`src/rtl/mem_resp_watchdog_pkg.sv`:
```
package mem_resp_watchdog_pkg;

  // strobes from the control path to the datapath
  typedef struct packed {
    logic load;    // load counter from configured value
    logic dec;     // count down by one
    logic expire;  // force zero and raise flag
    logic clr;     // clear flag request
  } wdStrobes_t;

  typedef enum logic {
    WD_IDLE = 1'b0,
    WD_WAIT = 1'b1
  } wdState_t;

endpackage

```
`src/rtl/mem_resp_watchdog_ctrl.sv`:
```
module mem_resp_watchdog_ctrl
  import mem_resp_watchdog_pkg::*;
(
  input  logic       clk,
  input  logic       rstN,
  input  logic       accessStart,
  input  logic       memReady,
  input  logic       flagClear,
  input  logic       cfgNonZero,
  input  logic       cntIsOne,
  output wdStrobes_t strobes
);

  wdState_t state, stateNext;
  logic     startOk;
  logic     busy;

  assign busy    = (state == WD_WAIT);
  assign startOk = accessStart && cfgNonZero;

  always_comb begin
    strobes.load   = startOk || (busy && memReady);
    strobes.expire = busy && !startOk && !memReady && cntIsOne;
    strobes.dec    = busy && !startOk && !memReady && !cntIsOne;
    strobes.clr    = flagClear;
  end

  always_comb begin
    stateNext = state;
    if (startOk) begin
      stateNext = WD_WAIT;
    end else if (busy && (memReady || cntIsOne)) begin
      stateNext = WD_IDLE;
    end
  end

  always_ff @(posedge clk or negedge rstN) begin
    if (!rstN) begin
      state <= WD_IDLE;
    end else begin
      state <= stateNext;
    end
  end

endmodule

```
`src/rtl/mem_resp_watchdog_dp.sv`:
```
module mem_resp_watchdog_dp
  import mem_resp_watchdog_pkg::*;
#(
  parameter int CNT_W = 8
) (
  input  logic             clk,
  input  logic             rstN,
  input  wdStrobes_t       strobes,
  input  logic [CNT_W-1:0] startVal,
  output logic [CNT_W-1:0] countVal,
  output logic             cntIsOne,
  output logic             wdFlag
);

  localparam logic [CNT_W-1:0] CNT_ONE  = CNT_W'(1);
  localparam logic [CNT_W-1:0] CNT_ZERO = '0;

  logic [CNT_W-1:0] cnt;
  logic             flag;

  always_ff @(posedge clk or negedge rstN) begin
    if (!rstN) begin
      cnt <= CNT_ZERO;
    end else if (strobes.load) begin
      cnt <= startVal;
    end else if (strobes.expire) begin
      cnt <= CNT_ZERO;
    end else if (strobes.dec) begin
      cnt <= cnt - CNT_ONE;
    end
  end

  // expiry outranks a clear in the same cycle
  always_ff @(posedge clk or negedge rstN) begin
    if (!rstN) begin
      flag <= 1'b0;
    end else if (strobes.expire) begin
      flag <= 1'b1;
    end else if (strobes.clr) begin
      flag <= 1'b0;
    end
  end

  assign cntIsOne = (cnt == CNT_ONE);
  assign countVal = cnt;
  assign wdFlag   = flag;

endmodule

```
`src/rtl/mem_resp_watchdog.sv`:
```
module mem_resp_watchdog
  import mem_resp_watchdog_pkg::*;
#(
  parameter int CNT_W = 8,
  localparam int WORD_W = 2 * CNT_W
) (
  input  logic              clk,
  input  logic              rstN,
  input  logic              accessStart,
  input  logic              memReady,
  input  logic [CNT_W-1:0]  startVal,
  input  logic              flagClear,
  output logic [CNT_W-1:0]  countVal,
  output logic              wdFlag,
  output logic [WORD_W-1:0] regWord
);

  wdStrobes_t strobes;
  logic       cntIsOne;
  logic       cfgNonZero;

  assign cfgNonZero = |startVal;

  mem_resp_watchdog_ctrl u_ctrl (
    .clk        (clk),
    .rstN       (rstN),
    .accessStart(accessStart),
    .memReady   (memReady),
    .flagClear  (flagClear),
    .cfgNonZero (cfgNonZero),
    .cntIsOne   (cntIsOne),
    .strobes    (strobes)
  );

  mem_resp_watchdog_dp #(.CNT_W(CNT_W)) u_dp (
    .clk     (clk),
    .rstN    (rstN),
    .strobes (strobes),
    .startVal(startVal),
    .countVal(countVal),
    .cntIsOne(cntIsOne),
    .wdFlag  (wdFlag)
  );

  // configured value low, live count high
  assign regWord = {countVal, startVal};

endmodule

```
`config.mk`:
```
export PLATFORM = sky130hd
export DESIGN_NAME = mem_resp_watchdog
export DESIGN_NICKNAME = d
export VERILOG_FILES = /design/src/rtl/mem_resp_watchdog_pkg.sv /design/src/rtl/mem_resp_watchdog_ctrl.sv /design/src/rtl/mem_resp_watchdog_dp.sv /design/src/rtl/mem_resp_watchdog.sv
export SDC_FILE = /design/constraint.sdc
export NUM_CORES = 1
export LEC_CHECK = 0
export BUFFER_PORTS_ARGS = -buffer_cell sky130_fd_sc_hd__clkbuf_2
export CAP_MARGIN = 20
export CORE_MARGIN = 4
export CORE_UTILIZATION = 40
export DETAILED_ROUTE_END_ITERATION = 10
export GPL_TIMING_DRIVEN = 0
export PLACE_DENSITY = 0.74
export SLEW_MARGIN = 20
export SYNTH_ARGS = -nofsm -noshare
export SYNTH_HDL_FRONTEND = slang
export SYNTH_SLANG_ARGS = --single-unit
export TNS_END_PERCENT = 30
```
`constraint.sdc`:
```
create_clock -name clk -period 1.9 [get_ports clk]
set_clock_uncertainty 0.2 [all_clocks]
set_input_delay 0 -clock clk [delete_from_list [all_inputs] [get_ports clk]]
set_output_delay 0 -clock clk [all_outputs]
set_load 0.02 [all_outputs]
```
After elaboration in Yosys (flattened, before gate mapping)
Cells that the tools add are included.

Bits in registers: 10. Bits in latches: 0. Bits in writable memories: 0. Bits in read-only memories: 0. Input port bits: 13. Output and inout port bits: 25. Logic and storage cells: 28. Memories: 0.

$add $sub $neg: 1. Multiply operators: 0. Div/mod/pow operators: 0. $lt $le $gt $ge: 0. Eq/ne operators: 1. Shift operators: 0. Muxes and demuxes: 7. Bitwise operators: 0. Reduce and logical (&&, ||, !) cells: 16.

Operators with widths (number): two-way mux 8 bit (3); equality test 8 x 1 -> 1 bit (second input constant) (1); OR reduction 8 bit (1); subtractor 8 x 1 -> 8 bit (second input constant) (1); logical AND 1 bit (7); two-way mux 1 bit (4); nonzero test 2 bit (2); logical NOT 1 bit (3); nonzero test 3 bit (1); logical OR 1 bit (2).

Depth between registers and ports, before layout
Gate-level depths: netlist of the first run.

Depth after elaboration: 9. Mapped depth: 7. Mapped depth without buffers: 7.

Modules after synthesis
A second synthesis of the first run with hierarchy kept.

Cell total of the unflattened synthesis: 80. Area, all modules: 739.5 µm².

Modules (own cells, without submodules): mem_resp_watchdog_dp (times used 1, cells each 52, area an instance 518.0 µm²); mem_resp_watchdog (times used 1, cells each 19, area an instance 136.4 µm²); mem_resp_watchdog_ctrl (times used 1, cells each 9, area an instance 85.1 µm²).

Worst setup path before layout of the first run
No wires, ideal clock.

Path kind: flip-flop to flip-flop. Start: register u_dp.cnt[1] (netlist: u_dp.countVal[1]). End: register u_dp.cnt[4] (netlist: u_dp.countVal[4]). Setup time: 0.125 ns. Data arrival time: 1.691 ns. Setup slack: -0.116 ns. Stages on the path, launching flop included: 8. Buffers on the path: 0. Cell sequence: dfrtp_1 inv_1 ha_1 or4b_4 o21bai_2 o21ai_1 a2bb2oi_1 o21ai_1.

Cells in the longest elaborated chain, start to end: 4.

RTL lines: start: declaration (RTL line mem_resp_watchdog_dp.sv:18) `logic [CNT_W-1:0] cnt;`; start signal: assignment (RTL line mem_resp_watchdog_dp.sv:25) `cnt <= startVal;`; start signal: assignment (RTL line mem_resp_watchdog_dp.sv:29) `cnt <= cnt - CNT_ONE;`; subtractor 8 x 1 -> 8 bit / equality test 8 x 1 -> 1 bit (equally long branches) (RTL line mem_resp_watchdog_dp.sv:29, mem_resp_watchdog_dp.sv:44); two-way mux 8 bit (tied with other cells) (RTL line mem_resp_watchdog_dp.sv:28) `end else if (strobes.dec) begin`; two-way mux 8 bit / logical AND 1 bit (equally long branches) (RTL line mem_resp_watchdog_dp.sv:26, mem_resp_watchdog_ctrl.sv:24); two-way mux 8 bit / nonzero test 3 bit (equally long branches).

Several ways; a longest one is shown, not always the timed one. The select of a mux whose other input is x is not followed. A chain may end at the register's enable or synchronous reset.

Final worst setup path of the first run
Start: register u_dp.cnt[1] (netlist: u_dp.countVal[1]). End: register u_dp.cnt[7] (netlist: u_dp.countVal[7]).

Same word-level chain as after synthesis.

==> key figures, run 1 <==
Routing
  – Drt wl/cell: 13.18 um
  – 1st-iter DRT viols: 22
  – First-pass iteration count of the detailed router: 4
  – Routed Antenna Nets: 0
  – Vias/cell: 5.149
  – Detailed Route WL: around 2.3 mm
  – Vias: between 800 and 900
  – Drt drc: 0

Yosys
  – Netlist cell types: 35
  – Syn_nets: 104
  – Syn Inst Count: 89
  – Seq cells post-synth: 10
  – Yosys top cell by area: dfrtp_1
  – Synth top area share: 31.65%
  – EDFF count, synth: 0
  – Avg Cell Area, Syn: 8.885 sq um
  – Async SR Flop Fraction: between 90% and 100%
  – Seq/Total Area, Yosys: 31.65%
  – Synth area leaders: dfrtp_1 32%, buf_4 15%, or4_4 4.3%
  – Cell Area, Synth: 790.8 sq um
  – Primary FF master, synth: dfrtp_1
  – Yosys warnings: 0

Finish
  – Ant diodes: 0
  – Area of the multi-input gates: roughly 450 sq um
  – Layout cells sized above 1: 53.02%
  – Layout area overhead: 59.49%
  – Sequential cell area: 252.7 sq um
  – Fill count: ~160
  – Non-Filler Instances: 174
  – Final #Nets: approximately 170

Placed design
  – DP Wirelength: 1.596 mm
  – Post-Place Cells: between 150 and 200
  – Worst setup slack after placement: -0.09889 ns
  – Port-buffer cells: 37
  – GPL Wtd Cong: 0.9096

Floorplanning
  – Die width: between 50 and 60 um
  – Rows: 15
  – Die area: between 0.002 and 0.003 sq mm
  – Die Height: about 52 um
  – Ports: 38
  – Placeable Area: 0.001802 sq mm
  – Initial Utilization: roughly 44%

Setup path
  – WS Path Type: reg -> reg
  – CP required: 1.86 ns
  – CP Capture Type: flip-flop
  – Critical path startpoint category: flip-flop
  – Critical path arrival: 1.94 ns
  – Reg-to-reg setup timing slack: -0.08 ns
  – CP max-delay cell: or4_4
  – Worst-path maximum fanout: 5
  – Max stage delay on crit path: 0.57 ns
  – Worst setup path end: u_dp.countVal[7]
  – Cell depth of the worst flop-to-flop path: 5
  – Critical-path cell list: buf_4 > or4_4 > o21ai_1 > a21oi_1 > a221o_1
  – Worst reg2reg startpoint: u_dp.countVal[1]
  – Worst flop-to-flop path endpoint: u_dp.countVal[7]
  – Worst Setup SP: u_dp.countVal[1]

Min path
  – Hold Crit Class: in -> out
  – Hold path cells: 3

Outcome
  – Violated checks: setup timing
  – Run status: finished, violations left

Timing
  – Hold slack: around 0.13 ns
  – Worst-Margin Slew: between 0.5 and 0.6 ns
  – Slew Limit Fails: 0
  – Endpoints failing setup: 7
  – Hold Fails Final Rpt: 0
  – Slew margin rel.: 66.08%
  – Final Cycle Share: 104.4%
  – Setup TNS: -0.2452 ns
  – Max Fclk: between 500 and 600 MHz
  – Final setup margin: -0.08274 ns
  – Min Tclk post-route: approximately 2.0 ns
  – Unrepaired setup endpoints after global routing: true

GRT
  – Total Routing Usage GR: between 10% and 20%
  – First-pass GRT wire length: about 3.7 mm
  – Total gr overflow: 0
  – Vias in the first global route: 869
  – Pin count of the biggest net entering global routing: 11
  – Initial antenna violation count: 0

Clock tree
  – Inserted Clock Buffers: 3
  – Root Driver: clkbuf_4
  – Clock Sinks: 10
  – CTS tree: built
  – CTS Buffer Depth: 2
  – CTS clk-pin slew, worst paths: 0.07 ns
  – H-tree levels: 1
  – Later-pin clock latency in the skew report: between 0.2 and 0.3 ns

Power and ir drop
  – Static Leak: 0.6031 nW
  – Total power: 803.6 uW
  – Maximum VDD drop: 0.0004951 V
  – Pwr Density: between 600 and 700 mW/mm^2

Job
  – Max_cap viols: 0
## cell usage after synthesis (2+ instances only)
cell	n
a21oi_1	6
buf_4	16
dfrtp_1	10
ha_1	2
inv_1	3
nand2_1	6
nor2_1	5
nor3_1	3
nor3b_1	2
o21ai_0	4
o21ai_1	5
o21ai_2	2
or4_4	3
## report_power, final
part	switching [mW]	total, mW	internal [mW]	leakage (nW)
clock	0.0829	0.199	0.116	0.0210
sequential	0.0353	0.270	0.235	0.118
combinational	0.176	0.334	0.158	0.464
total	0.294	0.804	0.509	0.603
## area by class of cell
class	instances	area share [%]
multi-input cells	59	35.32
repair buffers	56	28.57
flip-flops and latches	10	20.04
plain buffers	17	9.821
clock buffers	4	2.877
well taps	25	2.480
inverters	3	0.8929
## how the worst min path moves through the flow
stage / end / start / slack (ns)
6_report: regWord[4] / startVal[4] / 0.13
5_1_grt: regWord[4] / startVal[4] / 0.16
3_5_place_dp: u_dp.wdFlag / rstN / -0.31
2_1_floorplan: u_ctrl.busy / rstN / -0.50
4_1_cts: regWord[3] / startVal[3] / 0.13
3_3_place_gp: u_dp.countVal[4] / rstN / -0.32
## worst max-delay path: cells and delay by family (launching register included)
family          cells  cell delay [ns]
compound gates      3             0.53
buf+inv             1             0.16
simple gates        1             0.57
flops               1             0.42
## per-stage QoR
stage,instance area (sq um),utilization (%)
finish,1261,70.00
CTS,1231,68.33
global route,1261,70.00
global placement,1037,57.57
floorplan,820.8,-
detailed placement,1037,57.57
## layout by cell type, fill, tap and decap left out, types with 2 or more instances in the layout
master and count:
clkbuf_2 37, dfrtp_2 2, o21ai_1 6, clkbuf_4 3, dfrtp_1 8, nand2_1 6
nor2_1 5, dlygate4sd3_1 13, o21ai_0 3, o21ai_4 2, or4_4 3, inv_1 2
buf_4 22, a21oi_1 6, nor3_1 3
## flip-flops by register name, indices dropped and copies added (netlist names)
register and flops:
u_dp.countVal 8, u_ctrl.busy 1, u_dp.wdFlag 1
## cells by family (layout without fill, tap and decap cells)
kind of cell | Yosys count | in the layout | synth area share, %
adder cells (fa/ha/maj) | 2 | 2 | 3.164
AO/OA/AOI/OAI | 29 | 29 | 24.53
multiplexers | 1 | 1 | 1.266
AND/OR/NAND/NOR | 27 | 27 | 22.31
buffers and inverters | 20 | 80 | 17.09
flip-flops | 10 | 10 | 31.65
## repair_timing
item | 4_1_cts | 5_1_grt
gates resized for setup | 1 | 2
setup buffers | 3 | 3
hold buffers | 13 | 0
endpoints found under the setup margin | 6 | 8
hold endpoints to repair | 20 | 0
pin swaps | 2 | 4
## per-layer routing
layer  up-vias  global-route usage, %  part of all wire [%]
li1        431                      -                     -
met1       421                  21.72                    41
met2        40                  31.40                    50
met3         4                  1.709                   6.8
met4         0                  11.49                   1.7
met5         -                      0                     0
Power figures use the tool's default switching activity.
==> inputs of run 2 (changes only) <==
--- a/config.mk
+++ b/config.mk
@@ -5,13 +5,14 @@
 export SDC_FILE = /design/constraint.sdc
 export NUM_CORES = 1
 export LEC_CHECK = 0
+export ABC_AREA = 1
 export BUFFER_PORTS_ARGS = -buffer_cell sky130_fd_sc_hd__clkbuf_2
 export CAP_MARGIN = 20
 export CORE_MARGIN = 4
 export CORE_UTILIZATION = 40
 export DETAILED_ROUTE_END_ITERATION = 10
 export GPL_TIMING_DRIVEN = 0
-export PLACE_DENSITY = 0.74
+export PLACE_DENSITY = 0.72
 export SLEW_MARGIN = 20
 export SYNTH_ARGS = -nofsm -noshare
 export SYNTH_HDL_FRONTEND = slang
==> key figures, run 2 <==
GRT
  – Initial antenna violation count: 0
  – First-pass GRT wire length: 3.705 mm
  – Pin count of the biggest net entering global routing: 11
  – Routing usage on met1: a little over a fifth
  – Vias in the first global route: 899
  – Total Routing Usage GR: 17.25%
  – Met2 usage: 29.72%
  – GR peak layer: met2
  – Met3 usage: 1.340%
  – Total gr overflow: 0

Timing
  – Final Cycle Share: around 84%
  – Slew margin rel.: 65.44%
  – Hold Fails Final Rpt: 0
  – Max Fclk: 624.6 MHz
  – Unrepaired setup endpoints after global routing: false
  – Min Tclk post-route: ~1.6 ns
  – Worst-Margin Slew: a little over 0.5 ns
  – Final setup margin: 0.2990 ns
  – Endpoints failing setup: 0
  – Slew Limit Fails: 0
  – Setup TNS: 0 ns

Setup path
  – Critical path arrival: 1.61 ns
  – Reg-to-reg setup timing slack: 0.30 ns
  – Cell depth of the worst flop-to-flop path: 8
  – Worst flop-to-flop path endpoint: u_dp.countVal[6]
  – CP required: 1.90 ns
  – Worst reg2reg startpoint: u_dp.countVal[0]
  – WS Path Type: reg -> reg
  – Worst-path maximum fanout: 5
  – Critical path startpoint category: flip-flop
  – CP Capture Type: flip-flop

Routing
  – 1st-iter DRT viols: 31
  – Vias/cell: 4.488
  – Drt drc: 0
  – Routed Antenna Nets: 0
  – Detailed Route WL: 2.333 mm
  – Vias: 965
  – Drt wl/cell: 10.85 um
  – First-pass iteration count of the detailed router: 4

Power and ir drop
  – Maximum VDD drop: ~0.0004 V
  – Static Leak: 0.7389 nW
  – Pwr Density: 711.7 mW/mm^2
  – Total power: 911.8 uW

Yosys
  – Seq cells post-synth: 10
  – Yosys top cell by area: dfrtp_1
  – Synth top area share: 28.45%
  – EDFF count, synth: 0
  – Syn_nets: 148
  – Most frequent cell after synthesis: nand2_1
  – Avg Cell Area, Syn: 6.613 sq um
  – Yosys warnings: 0
  – Primary FF master, synth: dfrtp_1
  – Seq/Total Area, Yosys: 28.45%
  – Netlist cell types: 17
  – Synth area leaders: dfrtp_1 28%, nand2_1 16%, buf_4 14%
  – Syn Inst Count: 133
  – Async SR Flop Fraction: 100.0%
  – Commonest cells post-synth: 38 x nand2_1, 18 x nand3_1, 17 x nor2_1, 16 x buf_4, 13 x inv_1
  – Cell Area, Synth: 879.6 sq um

Finish
  – Commonest non-fill, non-tap cell in the layout: nand2_1
  – Layout cells sized above 1: 37.77%
  – Layout area overhead: 45.66%
  – Non-Filler Instances: 215
  – Final #Nets: 204
  – Ant diodes: 0
  – Area of the multi-input gates: 445.4 sq um
  – Largest register FFs: 8
  – Fill count: 193
  – Sequential cell area: 251.5 sq um
  – Final instance area: around 0.0013 sq mm
  – Leading cell types in the layout, fill and taps excluded: 38 x nand2_1, 37 x clkbuf_2, 18 x nand3_1

Clock tree
  – CTS clk-pin slew, worst paths: 0.08 ns
  – Inserted Clock Buffers: 3
  – H-tree levels: 1
  – Later-pin clock latency in the skew report: 0.27 ns
  – Root Driver: clkbuf_4
  – CTS tree: built
  – CTS Buffer Depth: 2
  – Clock Sinks: 10

Min path
  – Hold Path Origin: startVal[2]
  – Hold Path End: u_ctrl.busy
  – Hold path cells: 6
  – Hold Crit Class: in -> reg

Floorplanning
  – Ports: 38
  – Rows: 16
  – Initial Utilization: about 44%
  – Die width: 54.90 um
  – Placeable Area: 0.002022 sq mm
  – Die area: 0.003013 sq mm
  – Die Height: between 50 and 60 um

Placed design
  – GPL Wtd Cong: 0.8733
  – Worst setup slack after placement: 0.3066 ns
  – Port-buffer cells: 37
  – DP Wirelength: 1.675 mm
  – Post-Place Cells: 197
  – Area after DPL: about 0.0011 sq mm

Outcome
  – Run status: finished clean

Job
  – Max_cap viols: 0
## run 2: changes by cell type in the layout (fill, tap and decap cells not counted), moves of 2 or more
cell,previous run,this run
buf_6,0,2
o21ai_1,6,3
nor3_1,3,0
xor2_1,0,2
nand2_2,0,3
buf_4,22,17
inv_1,2,12
a21oi_1,6,0
nand3_1,0,18
nor2_1,5,15
or4_4,3,0
nand2_1,6,38
nor2_2,0,4
## run 2: area by class of cell
| type | instances | share of cell area (%) |
|---|---|---|
| clock buffer | 4 | 2.832 |
| sequential | 10 | 19.63 |
| tap | 27 | 2.637 |
| timing repair buffer | 51 | 25.20 |
| buffer | 18 | 11.13 |
| inverter | 13 | 3.809 |
| multi-input combinational | 92 | 34.77 |
## run 2: through the flow
stage	utilization (%)	hold WS, ns
global route	63.37	0.1176
global placement	54.33	-0.3164
detailed placement	54.33	-0.3073
floorplan	-	-0.4956
finish	63.37	0.08278
CTS	63.06	0.08310
## run 2: power by group
group	switching (mW)	internal, mW	total, mW
logic	0.245	0.180	0.425
clock network	0.0842	0.116	0.201
registers	0.0445	0.242	0.286
## run 2: cells by family (layout without fill, tap and decap cells)
kind of cell,after synthesis,after routing,share of synthesized area [%]
compound gates,9,9,6.971
flops,10,10,28.45
xor+xnor,2,2,1.992
simple gates,79,79,37.98
buf+inv,31,86,21.76
fa+ha+maj,2,2,2.844
## run 2: metal layers
layer	vias up	part of all wire, %	wire (um)
met3	5	6.3	147
met2	39	49	1142
met4	0	1.8	42
met1	412	43	1001
met5	-	0	0
li1	509	-	-
## run 2: timing repair
item,CTS,global route
endpoints found under the setup margin,0,1
buffers inserted,0,1
resized for setup,0,6
hold buffers,14,0
hold endpoints to repair,20,0
## run 2: worst max-delay path, stage by stage, from the launching register on
cell and delay [ns]:
dfrtp_1 0.41, inv_1 0.12, ha_1 0.27, inv_1 0.05
o21ai_0 0.17, nand2_1 0.07, nor2_1 0.11, nor2_1 0.05
nor2_1 0.07
## run 2: worst max path at each step
| stage | startpoint | end | slack, ns | depth (start not counted) |
|---|---|---|---|---|
| floorplan | u_dp.countVal[0] | u_dp.countVal[4] | 0.30 | 9 |
| global placement | u_dp.countVal[1] | u_dp.countVal[2] | 0.34 | 9 |
| detailed placement | u_dp.countVal[1] | u_dp.countVal[2] | 0.31 | 9 |
| CTS | u_dp.countVal[1] | u_dp.wdFlag | 0.03 | 7 |
| global route | u_dp.countVal[0] | u_dp.countVal[6] | 0.15 | 8 |
| finish | u_dp.countVal[0] | u_dp.countVal[6] | 0.30 | 8 |
